--- config.mk ---
export PLATFORM = sky130hd
export DESIGN_NAME = flag_rename_table
export DESIGN_NICKNAME = d
export VERILOG_FILES = /design/src/rtl/flag_rename_pkg.sv /design/src/rtl/flag_rename_ctrl.sv /design/src/rtl/flag_rename_datapath.sv /design/src/rtl/flag_rename_table.sv
export SDC_FILE = /design/constraint.sdc
export NUM_CORES = 1
export LEC_CHECK = 0
export BUFFER_PORTS_ARGS = -buffer_cell sky130_fd_sc_hd__buf_2
export CAP_MARGIN = 40
export CORE_ASPECT_RATIO = 1.25
export CORE_MARGIN = 5
export CORE_UTILIZATION = 48
export DETAILED_ROUTE_END_ITERATION = 7
export PLACE_DENSITY = 0.86
export SLEW_MARGIN = 20
export SYNTH_ARGS = -nofsm -noshare
export SYNTH_HDL_FRONTEND = slang
export SYNTH_SLANG_ARGS = --single-unit
--- constraint.sdc ---
create_clock -name clk -period 1.6 [get_ports clk]
set_clock_uncertainty 0.2 [all_clocks]
set_input_delay 0.32 -clock clk [delete_from_list [all_inputs] [get_ports clk]]
set_output_delay 0.32 -clock clk [all_outputs]
set_load 0.05 [all_outputs]
--- src/rtl/flag_rename_pkg.sv ---
package flag_rename_pkg;
  parameter int NUM_GROUPS = 3;
  parameter int TAG_W      = 7;

  localparam int GRP_OF  = 0;
  localparam int GRP_CF  = 1;
  localparam int GRP_ZPS = 2;

  typedef struct packed {
    logic [NUM_GROUPS-1:0] wrEn;
    logic [NUM_GROUPS-1:0] clrEn;
  } flagStrobes_t;
endpackage

--- src/rtl/flag_rename_ctrl.sv ---
module flag_rename_ctrl
  import flag_rename_pkg::*;
#(
  parameter int TagW = TAG_W,
  localparam int TagBusW = NUM_GROUPS * TagW
) (
  input  logic                   flush,
  input  logic                   dispValid,
  input  logic [NUM_GROUPS-1:0]  dispWrMask,
  input  logic                   retValid,
  input  logic [TagW-1:0]        retTag,
  input  logic [NUM_GROUPS-1:0]  entryValid,
  input  logic [TagBusW-1:0]     entryTag,
  output flagStrobes_t           strobes
);
  logic [NUM_GROUPS-1:0] retHit;

  for (genvar g = 0; g < NUM_GROUPS; g++) begin : gGrp
    assign retHit[g] = retValid && entryValid[g] && (entryTag[g*TagW +: TagW] == retTag);
  end

  always_comb begin
    strobes = '0;
    if (flush) begin
      strobes.clrEn = '1;
    end else begin
      for (int g = 0; g < NUM_GROUPS; g++) begin
        strobes.wrEn[g]  = dispValid && dispWrMask[g];
        strobes.clrEn[g] = retHit[g] && !(dispValid && dispWrMask[g]);
      end
    end
  end
endmodule

--- src/rtl/flag_rename_datapath.sv ---
module flag_rename_datapath
  import flag_rename_pkg::*;
#(
  parameter int TagW = TAG_W,
  localparam int TagBusW = NUM_GROUPS * TagW
) (
  input  logic                  clk,
  input  logic                  rstN,
  input  flagStrobes_t          strobes,
  input  logic                  dispValid,
  input  logic [NUM_GROUPS-1:0] dispRdMask,
  input  logic [TagW-1:0]       dispTag,
  output logic [NUM_GROUPS-1:0] entryValid,
  output logic [TagBusW-1:0]    entryTag,
  output logic [NUM_GROUPS-1:0] depPending,
  output logic [TagBusW-1:0]    depTag
);
  logic [NUM_GROUPS-1:0] validQ;
  logic [TagW-1:0]       tagQ [NUM_GROUPS];

  for (genvar g = 0; g < NUM_GROUPS; g++) begin : gEntry
    always_ff @(posedge clk) begin
      if (!rstN) begin
        validQ[g] <= 1'b0;
        tagQ[g]   <= '0;
      end else if (strobes.clrEn[g]) begin
        validQ[g] <= 1'b0;
      end else if (strobes.wrEn[g]) begin
        validQ[g] <= 1'b1;
        tagQ[g]   <= dispTag;
      end
    end

    assign entryValid[g]               = validQ[g];
    assign entryTag[g*TagW +: TagW]    = tagQ[g];
    assign depPending[g]               = dispValid && dispRdMask[g] && validQ[g];
    assign depTag[g*TagW +: TagW]      = depPending[g] ? tagQ[g] : '0;

    // a write strobe installs the dispatch tag as live producer
    p_write_loads_r2: assert property (@(posedge clk) disable iff (!rstN)
      strobes.wrEn[g] && !strobes.clrEn[g] |=> validQ[g] && (tagQ[g] == $past(dispTag)));

    // a clear strobe leaves the entry null
    p_clear_nulls_r6: assert property (@(posedge clk) disable iff (!rstN)
      strobes.clrEn[g] |=> !validQ[g]);

    // no strobe, no change
    p_idle_stable_r10: assert property (@(posedge clk) disable iff (!rstN)
      !strobes.wrEn[g] && !strobes.clrEn[g] |=> $stable(validQ[g]) && $stable(tagQ[g]));
  end
endmodule

--- src/rtl/flag_rename_table.sv ---
module flag_rename_table
  import flag_rename_pkg::*;
#(
  parameter int TagW = TAG_W,
  localparam int TagBusW = NUM_GROUPS * TagW
) (
  input  logic                  clk,
  input  logic                  rstN,
  input  logic                  flush,
  input  logic                  dispValid,
  input  logic [NUM_GROUPS-1:0] dispRdMask,
  input  logic [NUM_GROUPS-1:0] dispWrMask,
  input  logic [TagW-1:0]       dispTag,
  input  logic                  retValid,
  input  logic [TagW-1:0]       retTag,
  output logic [NUM_GROUPS-1:0] depPending,
  output logic [TagBusW-1:0]    depTag
);
  flagStrobes_t          strobes;
  logic [NUM_GROUPS-1:0] entryValid;
  logic [TagBusW-1:0]    entryTag;

  flag_rename_ctrl #(.TagW(TagW)) uCtrl (
    .flush      (flush),
    .dispValid  (dispValid),
    .dispWrMask (dispWrMask),
    .retValid   (retValid),
    .retTag     (retTag),
    .entryValid (entryValid),
    .entryTag   (entryTag),
    .strobes    (strobes)
  );

  flag_rename_datapath #(.TagW(TagW)) uData (
    .clk        (clk),
    .rstN       (rstN),
    .strobes    (strobes),
    .dispValid  (dispValid),
    .dispRdMask (dispRdMask),
    .dispTag    (dispTag),
    .entryValid (entryValid),
    .entryTag   (entryTag),
    .depPending (depPending),
    .depTag     (depTag)
  );

  // after a flush no group reports a live producer
  p_flush_empties_r9: assert property (@(posedge clk) disable iff (!rstN)
    flush |=> (depPending == '0));

  // with no dispatch nothing is reported pending
  p_idle_no_pending_r3: assert property (@(posedge clk) disable iff (!rstN)
    !dispValid |-> (depPending == '0) && (depTag == '0));
endmodule

==> metrics.yaml <==
status: "finished with violations"
failed_checks: "setup timing"
antenna_found_initial: 0
worstSetupStartpointType: "flip-flop"
grt_pass1_wl_microns: 5820
cp_data_arrival_time_ns: 1.27
io_pins: 49
crit_buf_inv: 1
powerDensity_mw_per_mm2: 720
via_per_inst: 5.37
setup_viol: 25
htreeDepth: 1
cp_cell_sequence: "and3_4, and2_2, buf_8"
finalCritPeriodShare_pct: 112
r2r_start: "uData.tagQ[1][0]$_SDFFCE_PN0P_"
syn_area_sq_mm: 0.00132
synth_area_leader_cell: "edfxtp_1"
cts_hold_buf: 0
crit_path_end_kind: "output port"
nets: 196
synth.area.top_cells: "edfxtp_1 (48%), and2_1 (20%), xor2_1 (12%)"
synth_common_cells: "and2_1 (42), edfxtp_1 (21), xor2_1 (18)"
routabilityCongestion: 0.806
numCtsBuffers: 3
cpPeakStageDelay_ns: 0.38
hpwl_microns: 2680
startpoint: "uData.entryValid[1]$_SDFFE_PP0P_"
hold_class: "input pin to flip-flop"
worst_path_max_delay_cell: "dfxtp_2"
cts_root_buf: "clkbuf_4"
crit_family: "simple AND/OR/NAND/NOR gates"
r2r_cells: 4
ir_worst_vdd_mv: 0.746
final_antenna_net_count: 0
die_x_microns: 56.9
yosysMostFrequentCell: "and2_1"
track_usage_pct: 20.1
p_leak_nw: 0.853
rsz0062_at_grt: "true"
area_delta_synth_final_pct: 48.7
cts_tree: "yes"
crit_required_ns: 1.08
worst-setup-path-type: "flip-flop to output port"
first_global_vias: 1145
core.rowCount: 21
drive_gt1_share_pct: 50.6
core_sq_mm: 0.00265
power.total_w: 0.00141
cts.sinks: 24
vias: 1095
postSynthCellCount: 119
design.die.area_sq_mm: 0.00390
ys_seq_area_share_pct: 52.4
start_util_pct: 49.7
slew_headroom_pct: 78.1
postLayoutSetupSlackWorst_ns: -0.185
period_needed_ns: 1.79
clkLatencyLatePin_ns: 0.31
max-cap-violations: 0
drt_first_pass_iters: 4
hold_start: "dispTag[3]"
routed_wl_microns: 4240
drt-wirelength-per-cell_microns: 20.8
yosys_warnings: 0
ys_seq_elements: 24
drtIter0Drc: 69
drc: 0
holdPathEnd: "uData.tagQ[1][3]$_SDFFCE_PN0P_"
timing.rr.end: "uData.entryValid[1]$_SDFFE_PP0P_"
antenna_cells: 0
fp.dieH_microns: 68.6
ys_async_sr_fraction_pct: 0
synthFlopType: "edfxtp_1"
final_util_pct: 73.9
ys_types: 16
fill_cells: 155
cts.clk_slew.worst_paths_ns: 0.13
avgSynthCellArea_sq_um: 11.1
overflow: 0
r2r_setup_slack_ns: -0.02
clockBufferDepth: 2
cp_max_fo: 8
hold_viol_final: 0
tightest_slew_ns: 0.327
synth.top_cell.area_share_pct: 47.8
maxSlewViolCount: 0
synth-edff-count: 21
syn_nets: 144
port_buffers: 48
grt_max_degree: 15
whs_path_depth: 2
fmax_mhz: 560
[registers in the layout (all words and copies together) (netlist names)]
signal,cells
uData.tagQ,21
uData.entryValid,3
[worst max-delay path by stage]
stage	to	cells after the start
after global placement	depTag[19]	4
after detailed placement	depTag[17]	4
after global routing	depTag[11]	3
after floorplan	depTag[0]	3
after CTS	depTag[13]	3
final	depTag[11]	3
[cells in the final DEF (no fill, tap or decap), types with 4 or more instances in the layout]
| cell | netlist | final |
|---|---|---|
| buf_2 | 3 | 24 |
| and2_1 | 42 | 21 |
| edfxtp_1 | 21 | 21 |
| buf_8 | 0 | 20 |
| xor2_1 | 18 | 17 |
| and2_4 | 0 | 14 |
| and2_2 | 0 | 7 |
| nand2_1 | 6 | 6 |
| buf_4 | 0 | 5 |
| buf_6 | 0 | 4 |
[area by class of cell]
type,instances,area [sq um],share of cell area (%)
Timing Repair Buffer,53,503,25.7
Multi-Input combinational cell,89,668,34.1
Clock buffer,3,22.5,1.15
Sequential cell,24,694,35.4
Clock inverter,1,30.0,1.53
Tap cell,34,42.5,2.17
[timing repair]
action / 4_1_cts / 5_1_grt
resized for setup: 83 / 10
endpoints found under the hold margin: 0 / 0
cloned: 0 / 0
setup endpoints to repair: 24 / 27
buffers inserted: 0 / 1
pin swaps: 14 / 16
[metrics by stage]
step / cells / cell area (sq um) / setup slack (ns) / hold slack [ns] / setup TNS [ns]
2_1_floorplan: 119 / 1350 / -0.0430 / 0.240 / -0.904
5_1_grt: 204 / 1960 / -0.255 / 0.100 / -4.47
6_report: 204 / 1960 / -0.185 / 0.0973 / -3.31
4_1_cts: 203 / 1920 / -0.139 / 0.102 / -2.57
3_3_place_gp: 199 / 1630 / -0.0701 / 0.258 / -0.954
3_5_place_dp: 199 / 1630 / -0.122 / 0.264 / -1.88
[where the power goes]
part	leakage, nW	total [W]	internal (W)	switching [W]
sequential	0.232	0.000766	0.000727	0.0000389
clock	0.0279	0.000433	0.000253	0.000180
combinational	0.593	0.000212	0.0000904	0.000122
total	0.853	0.00141	0.00107	0.000340
[cell families (layout without fill, tap and decap cells)]
kind of cell | after synthesis | after routing | share of synthesized area [%]
simple gates | 65 | 65 | 29.7
flops | 24 | 24 | 52.4
xor+xnor | 21 | 21 | 13.9
buf+inv | 6 | 57 | 1.99
compound gates | 3 | 3 | 1.99
[routing by layer]
metal / global-route usage [%] / vias up / wire, microns
li1: - / 500 / -
met1: 20.8 / 531 / 1520
met2: 40.9 / 54 / 2390
met3: 2.98 / 10 / 229
met4: 6.67 / 0 / 98
met5: 0 / - / 0
(Power assumes the default switching activity.)
